===== src/rtl/ps_pkg.sv =====
package ps_pkg;
  localparam int EW   = 8;          // exponent field width
  localparam int FW   = 23;         // fraction field width
  localparam int DW   = 1 + EW + FW; // one lane
  localparam int MW   = FW + 1;     // mantissa with hidden bit
  localparam int AW   = MW + 2;     // aligned mantissa plus guard and round
  localparam int SW   = MW + 3;     // sum width below the carry bit
  localparam int NW   = FW + 3;     // normalized fraction plus G, R, S
  localparam int XW   = EW + 2;     // signed working exponent
  localparam int LAT  = 4;          // pipeline depth
  localparam int NLANE = 2;
  localparam int FARSH = 32;        // beyond this the small operand is pure sticky
  localparam logic [EW-1:0] EMAX = '1;
  localparam logic [DW-1:0] QNAN = 32'h7FC0_0000;

  typedef struct packed {
    logic          sgn;
    logic          sub;
    logic [EW-1:0] exp;
    logic [EW-1:0] dif;
    logic [MW-1:0] mb;
    logic [MW-1:0] ms;
    logic          inf;
    logic          nan;
    logic          isg;
  } st1_t;

  typedef struct packed {
    logic          sgn;
    logic          sub;
    logic [EW-1:0] exp;
    logic [MW-1:0] mb;
    logic [AW-1:0] al;
    logic          stk;
    logic          inf;
    logic          nan;
    logic          isg;
  } st2_t;

  typedef struct packed {
    logic          sgn;
    logic          zero;
    logic [XW-1:0] exp;
    logic [NW-1:0] frac;
    logic          inf;
    logic          nan;
    logic          isg;
  } st3_t;

  function automatic logic [4:0] lead_zeros(input logic [SW-1:0] v);
    logic [4:0] c;
    c = 5'(SW);
    for (int i = 0; i < SW; i++) begin
      if (v[i]) c = 5'(SW - 1 - i);
    end
    return c;
  endfunction
endpackage


===== src/rtl/ps_valid_pipe.sv =====
module ps_valid_pipe
  import ps_pkg::*;
(
  input  logic           clk,
  input  logic           rst_n,
  input  logic           in_v,
  output logic [LAT-1:0] v
);
  logic [LAT-1:0] v_q, v_d;

  always_comb v_d = {v_q[LAT-2:0], in_v};

  always_ff @(posedge clk or negedge rst_n) begin
    if (!rst_n) v_q <= '0;
    else        v_q <= v_d;
  end

  assign v = v_q;


  latency_chk: assert property (@(posedge clk) disable iff (!rst_n)
    v_q[LAT-1] |-> $past(in_v, 4));
endmodule


===== src/rtl/ps_lane_add.sv =====
module ps_lane_add
  import ps_pkg::*;
(
  input  logic           clk,
  input  logic [LAT-1:0] en,
  input  logic [DW-1:0]  op_x,
  input  logic [DW-1:0]  op_y,
  output logic [DW-1:0]  sum_o
);
  // stage 1: classify, flush subnormals, order by magnitude
  logic [EW-1:0] ex, ey;
  logic [DW-2:0] kx, ky;
  logic          x_inf, y_inf, swap;
  st1_t          s1_d, s1_q;

  assign ex    = op_x[DW-2:FW];
  assign ey    = op_y[DW-2:FW];
  assign x_inf = (ex == EMAX);
  assign y_inf = (ey == EMAX);
  assign kx    = (ex == '0) ? '0 : op_x[DW-2:0];
  assign ky    = (ey == '0) ? '0 : op_y[DW-2:0];
  assign swap  = (ky > kx);

  always_comb begin
    s1_d.sgn = swap ? op_y[DW-1] : op_x[DW-1];
    s1_d.sub = op_x[DW-1] ^ op_y[DW-1];
    s1_d.exp = swap ? ey : ex;
    s1_d.dif = swap ? (ey - ex) : (ex - ey);
    s1_d.mb  = swap ? {|ey, ky[FW-1:0]} : {|ex, kx[FW-1:0]};
    s1_d.ms  = swap ? {|ex, kx[FW-1:0]} : {|ey, ky[FW-1:0]};
    s1_d.inf = x_inf | y_inf;
    s1_d.nan = x_inf & y_inf & (op_x[DW-1] != op_y[DW-1]);
    s1_d.isg = x_inf ? op_x[DW-1] : op_y[DW-1];
  end

  always_ff @(posedge clk) begin
    if (en[0]) s1_q <= s1_d;
  end

  // stage 2: align the smaller mantissa, collect sticky
  logic [MW+AW-1:0] wide, sh;
  st2_t             s2_d, s2_q;

  assign wide = {s1_q.ms, {AW{1'b0}}};
  assign sh   = wide >> s1_q.dif;

  always_comb begin
    s2_d.sgn = s1_q.sgn;
    s2_d.sub = s1_q.sub;
    s2_d.exp = s1_q.exp;
    s2_d.mb  = s1_q.mb;
    s2_d.inf = s1_q.inf;
    s2_d.nan = s1_q.nan;
    s2_d.isg = s1_q.isg;
    if (s1_q.dif >= EW'(FARSH)) begin
      s2_d.al  = '0;
      s2_d.stk = |s1_q.ms;
    end else begin
      s2_d.al  = sh[MW+AW-1:MW];
      s2_d.stk = |sh[MW-1:0];
    end
  end

  always_ff @(posedge clk) begin
    if (en[1]) s2_q <= s2_d;
  end

  // stage 3: add or subtract, normalize
  logic [SW:0]   opx, opy, raw;
  logic [4:0]    lz;
  st3_t          s3_d, s3_q;

  assign opx = {1'b0, s2_q.mb, 3'b000};
  assign opy = {1'b0, s2_q.al, s2_q.stk};
  assign raw = s2_q.sub ? (opx - opy) : (opx + opy);
  assign lz  = lead_zeros(raw[SW-1:0]);

  always_comb begin
    s3_d.inf  = s2_q.inf;
    s3_d.nan  = s2_q.nan;
    s3_d.isg  = s2_q.isg;
    s3_d.zero = (raw == '0);
    s3_d.sgn  = (raw == '0 && s2_q.sub) ? 1'b0 : s2_q.sgn;
    if (raw[SW]) begin
      s3_d.frac = {raw[SW-1:2], raw[1] | raw[0]};
      s3_d.exp  = XW'($signed({2'b00, s2_q.exp}) + 10'sd1);
    end else begin
      s3_d.frac = raw[NW-1:0] << lz;
      s3_d.exp  = XW'($signed({2'b00, s2_q.exp}) - $signed({5'b00000, lz}));
    end
  end

  always_ff @(posedge clk) begin
    if (en[2]) s3_q <= s3_d;
  end

  // stage 4: round to nearest even, pack
  logic              rup;
  logic [MW-1:0]     rnd;
  logic signed [XW-1:0] efin;
  logic [DW-1:0]     s4_d, s4_q;

  assign rup  = s3_q.frac[2] & (s3_q.frac[1] | s3_q.frac[0] | s3_q.frac[3]);
  assign rnd  = {1'b0, s3_q.frac[NW-1:3]} + MW'(rup);
  assign efin = $signed(s3_q.exp) + $signed({{(XW-1){1'b0}}, rnd[MW-1]});

  always_comb begin
    if (s3_q.nan)                         s4_d = QNAN;
    else if (s3_q.inf)                    s4_d = {s3_q.isg, EMAX, {FW{1'b0}}};
    else if (s3_q.zero || efin <= 0)      s4_d = {s3_q.sgn, {(DW-1){1'b0}}};
    else if (efin >= $signed(XW'(EMAX)))  s4_d = {s3_q.sgn, EMAX, {FW{1'b0}}};
    else                                  s4_d = {s3_q.sgn, efin[EW-1:0], rnd[FW-1:0]};
  end

  always_ff @(posedge clk) begin
    if (en[3]) s4_q <= s4_d;
  end

  assign sum_o = s4_q;
endmodule


===== src/rtl/ps_cross_adder.sv =====
module ps_cross_adder
  import ps_pkg::*;
(
  input  logic                clk,
  input  logic                rst_n,
  input  logic                in_valid,
  input  logic [2*DW-1:0]     op_a,
  input  logic [2*DW-1:0]     op_b,
  output logic                out_valid,
  output logic [2*DW-1:0]     result
);
  logic [LAT-1:0]            vld;
  logic [LAT-1:0]            en;
  logic [NLANE-1:0][2*DW-1:0] src;
  logic [NLANE-1:0][DW-1:0]  lane_sum;

  ps_valid_pipe i_vpipe (
    .clk   (clk),
    .rst_n (rst_n),
    .in_v  (in_valid),
    .v     (vld)
  );

  assign en  = {vld[LAT-2:0], in_valid};
  assign src = {op_a, op_b};   // lane 1 (upper) reduces op_a, lane 0 reduces op_b

  for (genvar g = 0; g < NLANE; g++) begin : g_lane
    ps_lane_add i_lane (
      .clk   (clk),
      .en    (en),
      .op_x  (src[g][2*DW-1:DW]),
      .op_y  (src[g][DW-1:0]),
      .sum_o (lane_sum[g])
    );
  end

  assign result    = lane_sum;
  assign out_valid = vld[LAT-1];


  inf_pass_chk: assert property (@(posedge clk) disable iff (!rst_n)
    (out_valid && $past(in_valid && op_a[62:55] == 8'hFF && op_a[54:32] == '0
                        && op_a[30:23] != 8'hFF, 4))
    |-> result[63:32] == {$past(op_a[63], 4), 8'hFF, 23'd0});


  nan_gen_chk: assert property (@(posedge clk) disable iff (!rst_n)
    (out_valid && $past(in_valid && op_b[62:55] == 8'hFF && op_b[30:23] == 8'hFF
                        && op_b[54:32] == '0 && op_b[22:0] == '0
                        && op_b[63] != op_b[31], 4))
    |-> result[31:0] == 32'h7FC0_0000);


  denorm_in_chk: assert property (@(posedge clk) disable iff (!rst_n)
    (out_valid && $past(in_valid && op_a[30:23] == 8'h00 && op_a[62:55] != 8'h00
                        && op_a[62:55] != 8'hFF, 4))
    |-> result[63:32] == $past(op_a[63:32], 4));


  no_subnormal_chk: assert property (@(posedge clk) disable iff (!rst_n)
    out_valid |-> !(result[62:55] == 8'h00 && result[54:32] != '0)
               && !(result[30:23] == 8'h00 && result[22:0] != '0));
endmodule


===== config.mk =====
export PLATFORM = sky130hd
export DESIGN_NAME = ps_cross_adder
export DESIGN_NICKNAME = d
export VERILOG_FILES = /design/src/rtl/ps_pkg.sv /design/src/rtl/ps_valid_pipe.sv /design/src/rtl/ps_lane_add.sv /design/src/rtl/ps_cross_adder.sv
export SDC_FILE = /design/constraint.sdc
export NUM_CORES = 1
export LEC_CHECK = 0
export BUFFER_PORTS_ARGS = -buffer_cell sky130_fd_sc_hd__buf_2
export CAP_MARGIN = 10
export CORE_UTILIZATION = 50
export DETAILED_ROUTE_END_ITERATION = 10
export PLACE_DENSITY = 0.73
export SYNTH_ARGS = -nofsm -noshare
export SYNTH_HDL_FRONTEND = slang
export SYNTH_HIERARCHICAL = 1
export SYNTH_SLANG_ARGS = --single-unit

===== constraint.sdc =====
create_clock -name clk -period 6.5 [get_ports clk]
set_clock_uncertainty 0.1 [all_clocks]
set_input_delay 1.3 -clock clk [delete_from_list [all_inputs] [get_ports clk]]
set_output_delay 1.3 -clock clk [all_outputs]
set_load 0.02 [all_outputs]

# Yosys cells after proc, flatten, opt, wreduce, memory -nomap -nowiden
# Cells that the tools add are included.
dict set report op_classes {
  add_sub_neg 16
  n_lt_le_gt_ge 8
  n_eq_ne 6
  shifts 4
  n_mux 82
  bitwise 16
  reduce_logical 22
}
# cell count
set op_table {}
lappend op_table {{31-bit two-way mux} 8}
lappend op_table {{5-bit two-way mux} 32}
lappend op_table {{50-bit by 8-bit >> shifter with 50-bit output} 2}
lappend op_table {{24-bit two-way mux} 4}
lappend op_table {{24-bit OR reduction} 4}
lappend op_table {{36-bit two-way mux} 2}
lappend op_table {{32-bit two-way mux} 2}
lappend op_table {{4-bit two-way mux} 16}
lappend op_table {{31-bit greater-than comparator} 2}
lappend op_table {{27-bit by 27-bit adder with 28-bit output} 2}
lappend op_table {{28-bit zero test} 2}
lappend op_table {{28-bit two-way mux} 2}
lappend op_table {{27-bit by 27-bit subtractor with 28-bit output} 2}
lappend op_table {{26-bit by 5-bit << shifter with 26-bit output} 2}
lappend op_table {{23-bit by 1-bit adder with 24-bit output} 2}
lappend op_table {{8-bit == test, second input constant} 4}
lappend op_table {{8-bit zero test} 4}
lappend op_table {{8-bit two-way mux} 4}
lappend op_table {{8-bit OR reduction} 4}
lappend op_table {{8-bit subtractor} 4}
lappend op_table {{10-bit by 2-bit adder with 10-bit output} 2}
lappend op_table {{10-bit by 9-bit greater-or-equal comparator with 1-bit output, second input constant} 2}
lappend op_table {{10-bit by 1-bit less-or-equal comparator with 1-bit output, second input constant} 2}
lappend op_table {{8-bit by 1-bit adder with 9-bit output, second input constant} 2}
lappend op_table {{12 further kinds} 42}
dict set report totals {
  ff_bits 416
}

# Logic depth before layout (Yosys ltp)
dict set report depth {
  ltp_word 31
  ltp_mapped 25
}

# Cells and area by module
# Netlist, hierarchy kept.
# mod instances cells_per_inst area_each_um2 seq_area_each_um2
set by_module_without_submodules {}
lappend by_module_without_submodules {{ps_lane_add at g_lane[1].i_lane} 1 1755 16188.0 6185.9}
lappend by_module_without_submodules {{ps_lane_add at g_lane[0].i_lane} 1 1672 15615.0 6185.9}
lappend by_module_without_submodules {ps_valid_pipe 1 4 100.1 100.1}

# Worst setup path after synthesis
# Ideal clock, no wire load.
dict set report synth_timing {
  path_kind {reg-to-reg}
  startpoint {register g_lane[0].i_lane.s2_q (netlist bit g_lane[0].i_lane/opx[8])}
  endpoint {register g_lane[0].i_lane/s3_q[37] in the netlist's numbering, data pin}
  setup_ns 0.132
  t_arrival_ns 5.453
  required_ns 6.268
  setup_slack_ns 0.815
  path_stages_with_launch 24
  n_path_buf 3
  synth_period_minus_slack_ns 5.685
  cell_sequence {edfxtp_1 -> ha_1 -> clkbuf_1 -> nand4_1 -> a211oi_1 -> nor3_1 -> a2111oi_0 -> nor3_1 -> o32ai_1 -> xnor2_1 -> nor2_1 -> a2111oi_4 -> buf_6 -> buf_2 -> ha_1 -> inv_1 -> fa_1 -> nand2_1 -> nand2_1 -> a21oi_1 -> nor2b_1 -> or4_1 -> nor3_1 -> a41o_1}
}
# element line
set synth_lines {}
lappend synth_lines {{start: declaration} ps_lane_add.sv:42} ;# st2_t s2_d, s2_q;
lappend synth_lines {{start signal: assignment} ps_lane_add.sv:65} ;# if (en[1]) s2_q <= s2_d;
lappend synth_lines {{end signal: assignment} ps_lane_add.sv:94} ;# if (en[2]) s3_q <= s3_d;
lappend synth_lines {{end: declaration} ps_lane_add.sv:71} ;# st3_t s3_d, s3_q;

==> metrics <==
CTS resizes 0; ys flop type edfxtp_1; initial antenna violation count 2; Final Hold Viols 0; final RePlAce weighted congestion 0.977; hold_sp g_lane[1].i_lane/s1_q[66]; Hold Path Cell Cnt 0; number of distinct library cells after synthesis 119; Clk pwr share 0.235; CTS tree done; Hold Crit Class reg -> reg; crit-path most repeated cell nor2b_1; setup tns final 0 ns; WS Path Type reg -> reg; routed len/inst 18.4 um; Seq pwr share 0.346; final wirelength 81500 um; number of synthesized flops with an enable pin 412; # rows 92; Sw Pwr 4.28 mW; Power Density 313 nW/um2; design area 35200 um2; initial drt markers 2497; H-tree Lvls 2; CP delay by family, top simple AND/OR/NAND/NOR gates; Worst setup EP type flop; dpl cell area 33700 um2; final setup violation count 0; Synth area leaders edfxtp_1 (39%), ha_1 (8.2%), nand2_1 (4.3%); cell area after technology mapping 31900 um2; Die Area 64800 um2; Final ANT Viol Nets 0; Num CTS Buffers 45; Startpoint Class flop; die extent in y 255 um; Synth top area share 0.388; fin crit share 0.899; Net Sw Frac 0.389; DP Wirelength 62800 um; hold buffer count at CTS 0; Max clock buf depth 3; Crit-path slowest cell or4b_2; Crit path largest cell delay 0.61 ns; ys async rst share 0.00962; NumNets Final 3891; Area growth syn-to-layout 10.2%; Post-CTS Setup Repair Bufs 0; CP cell instances ha_1, nor2b_1, or4b_2, o21ai_1, or4b_1, and4_1, or3_1, and4_4, a211o_4, nor2_8, inv_4, fa_1, a21o_1, a21oi_1, nor2b_1, nor4_1, nor3b_1, a41o_1; root buf cell clkbuf_16; worst rel slew slack 0.228; Core Box Area 63100 um2; buffer and inverter count on the worst path 1; # IOs 196; Avg Inst Size Synth between 9 and 10 um2; FF-to-FF path depth 18; share of post-route cells with drive strength above 1 0.123; FF-to-FF Start g_lane[1].i_lane/opx[23]; unrepaired setup endpoints after global routing false; post-synthesis sequential area ratio 0.391; Via density 5.98; Mapped Cells roughly 3400; Worst Path Arrival 6.20 ns; Pleak 14.0 nW; first-pass GRT wire length 129000 um; worst skew pair latency 0.59 ns; via count 26500; Die Width between 200 and 300 um; largest net degree at the start of global routing 94; max frequency approximately 170 MHz; antenna cells 0; TritonRoute pass-1 iters 8; Max FO, Critical Path 28; total track usage 0.248; Worst Tran Pin Value 1.16 ns; Congestion Overflow GR 0; combinational share of power 0.418; Internal Power 6.72 mW; synth warn 6; vias in the first global route 23900; Pins Over Slew Limit 0; Period minus WS final 5.84 ns; Initial Util 0.506; flops & latches, synth 416; # DRC 0; largest area contributor in the synthesized netlist edfxtp_1; max cap viols 0; Critical Path RT 6.86 ns; Pwr Total 11.0 mW; worst vdd ir 0.217 mV; Synth Net Count 3778; clock sink count 416; PortBufs between 150 and 200; Worst-path clk slew 0.06 ns; worst setup path start g_lane[1].i_lane/opx[23]; Critical Path Stages 18; status finished, final reports clean
## kinds of logic after synthesis
logic type / Yosys count / synth area share
adder cells (fa/ha/maj): 216 / 0.0866
multiplexers: 178 / 0.0650
AND/OR/NAND/NOR: 1168 / 0.180
buffers and inverters: 407 / 0.0495
flip-flops: 416 / 0.391
XOR/XNOR: 138 / 0.0386
AO/OA/AOI/OAI: 908 / 0.190
## through the flow
stage / util / setup WS [ns] / hold WS, ns / cells
6_report: 0.557 / 0.660 / 0.300 / 4426
5_1_grt: 0.557 / 0.365 / 0.324 / 4426
4_1_cts: 0.557 / 0.729 / 0.295 / 4426
3_5_place_dp: 0.534 / 0.739 / 0.305 / 4343
3_3_place_gp: 0.534 / 0.807 / 0.300 / 4343
2_1_floorplan: - / 0.815 / 0.300 / 3431
## layout make-up
type	count	area, um2
Clock inverter	30	342
Inverter	228	858
Fill cell	5706	27900
Multi-Input combinational cell	2608	17900
Timing Repair Buffer	245	1380
Clock buffer	53	1160
Sequential cell	416	12500
Tap cell	846	1060
## sequential cells by signal, indices dropped and copies added, names as in the netlist
name and flops:
g_lane.i_lane/s3_q 82, g_lane.i_lane/opx 48, g_lane.i_lane/s2_q 26, g_lane.i_lane/s1_q 138, i_vpipe/v 4, g_lane.i_lane/opy 54
g_lane.i_lane/sum_o 64
## synth_stat cells, drive strengths merged (19+ instances only)
master	count
nor2	238
mux4	20
o211ai	54
o21a	24
a22oi	27
o31ai	19
buf	41
a211o	26
mux2i	127
and3	37
a31oi	29
nor2b	49
o21ai	272
nand3	115
nor4	49
a21o	30
edfxtp	412
xor2	57
clkbuf	138
nand2b	56
ha	208
nand4	61
and2	30
o22ai	40
a21oi	175
or3	30
nor3	67
xnor2	81
mux2	31
nand2	367
inv	225
a211oi	46
## per-layer routing
layer	up-vias	wire length, um	track usage
met5	-	21	0
met3	147	5720	0.0311
met2	1009	34200	0.361
li1	13000	-	-
met1	12300	39700	0.382
met4	4	1850	0.0684
## worst paths after layout
| check | to | slack (ns) |
|---|---|---|
| worst max-delay path | g_lane[1].i_lane/s3_q[37] | 0.66 |
| worst min-delay path | g_lane[1].i_lane/s2_q[61] | 0.30 |
| worst max register to register | g_lane[1].i_lane/s3_q[37] | 0.66 |
| worst min register to register | g_lane[1].i_lane/s2_q[61] | 0.30 |
| max in group asynchronous | i_vpipe/v[0] | 5.66 |
| min in group asynchronous | i_vpipe/v[3] | 0.44 |
## cell usage in the layout (no fill, tap or decap), types with 25 or more instances in the layout
| cell | count |
|---|---|
| mux2_2 | 31 |
| a31oi_1 | 29 |
| inv_1 | 222 |
| buf_4 | 48 |
| o21ai_0 | 260 |
| clkbuf_16 | 45 |
| buf_2 | 194 |
| ha_1 | 208 |
| and3_1 | 37 |
| nand4_1 | 61 |
| a21o_1 | 30 |
| a22oi_1 | 26 |
| xor2_1 | 56 |
| or3_1 | 29 |
| nand3_1 | 115 |
| nand2b_1 | 56 |
| a21oi_1 | 168 |
| nor2_1 | 236 |
| edfxtp_1 | 412 |
| nor3_1 | 66 |
| nor4_1 | 47 |
| a211oi_1 | 44 |
| nor2b_1 | 49 |
| and2_1 | 27 |
| xnor2_1 | 79 |
| nand2_1 | 365 |
| o211ai_1 | 54 |
| mux2i_1 | 126 |
| a211o_1 | 25 |
| o22ai_1 | 40 |
## power by group through the flow
| stage | Clock [mW] | Combinational (mW) | Sequential [mW] |
|---|---|---|---|
| after global placement | 0 | 4.47 | 3.85 |
| after global routing | 2.74 | 5.01 | 3.86 |
| after detailed placement | 0 | 4.47 | 3.86 |
| final | 2.59 | 4.60 | 3.81 |
| after floorplan | 0 | 3.32 | 3.75 |
| after CTS | 2.65 | 4.49 | 3.81 |
Power figures use the tool's default switching activity.
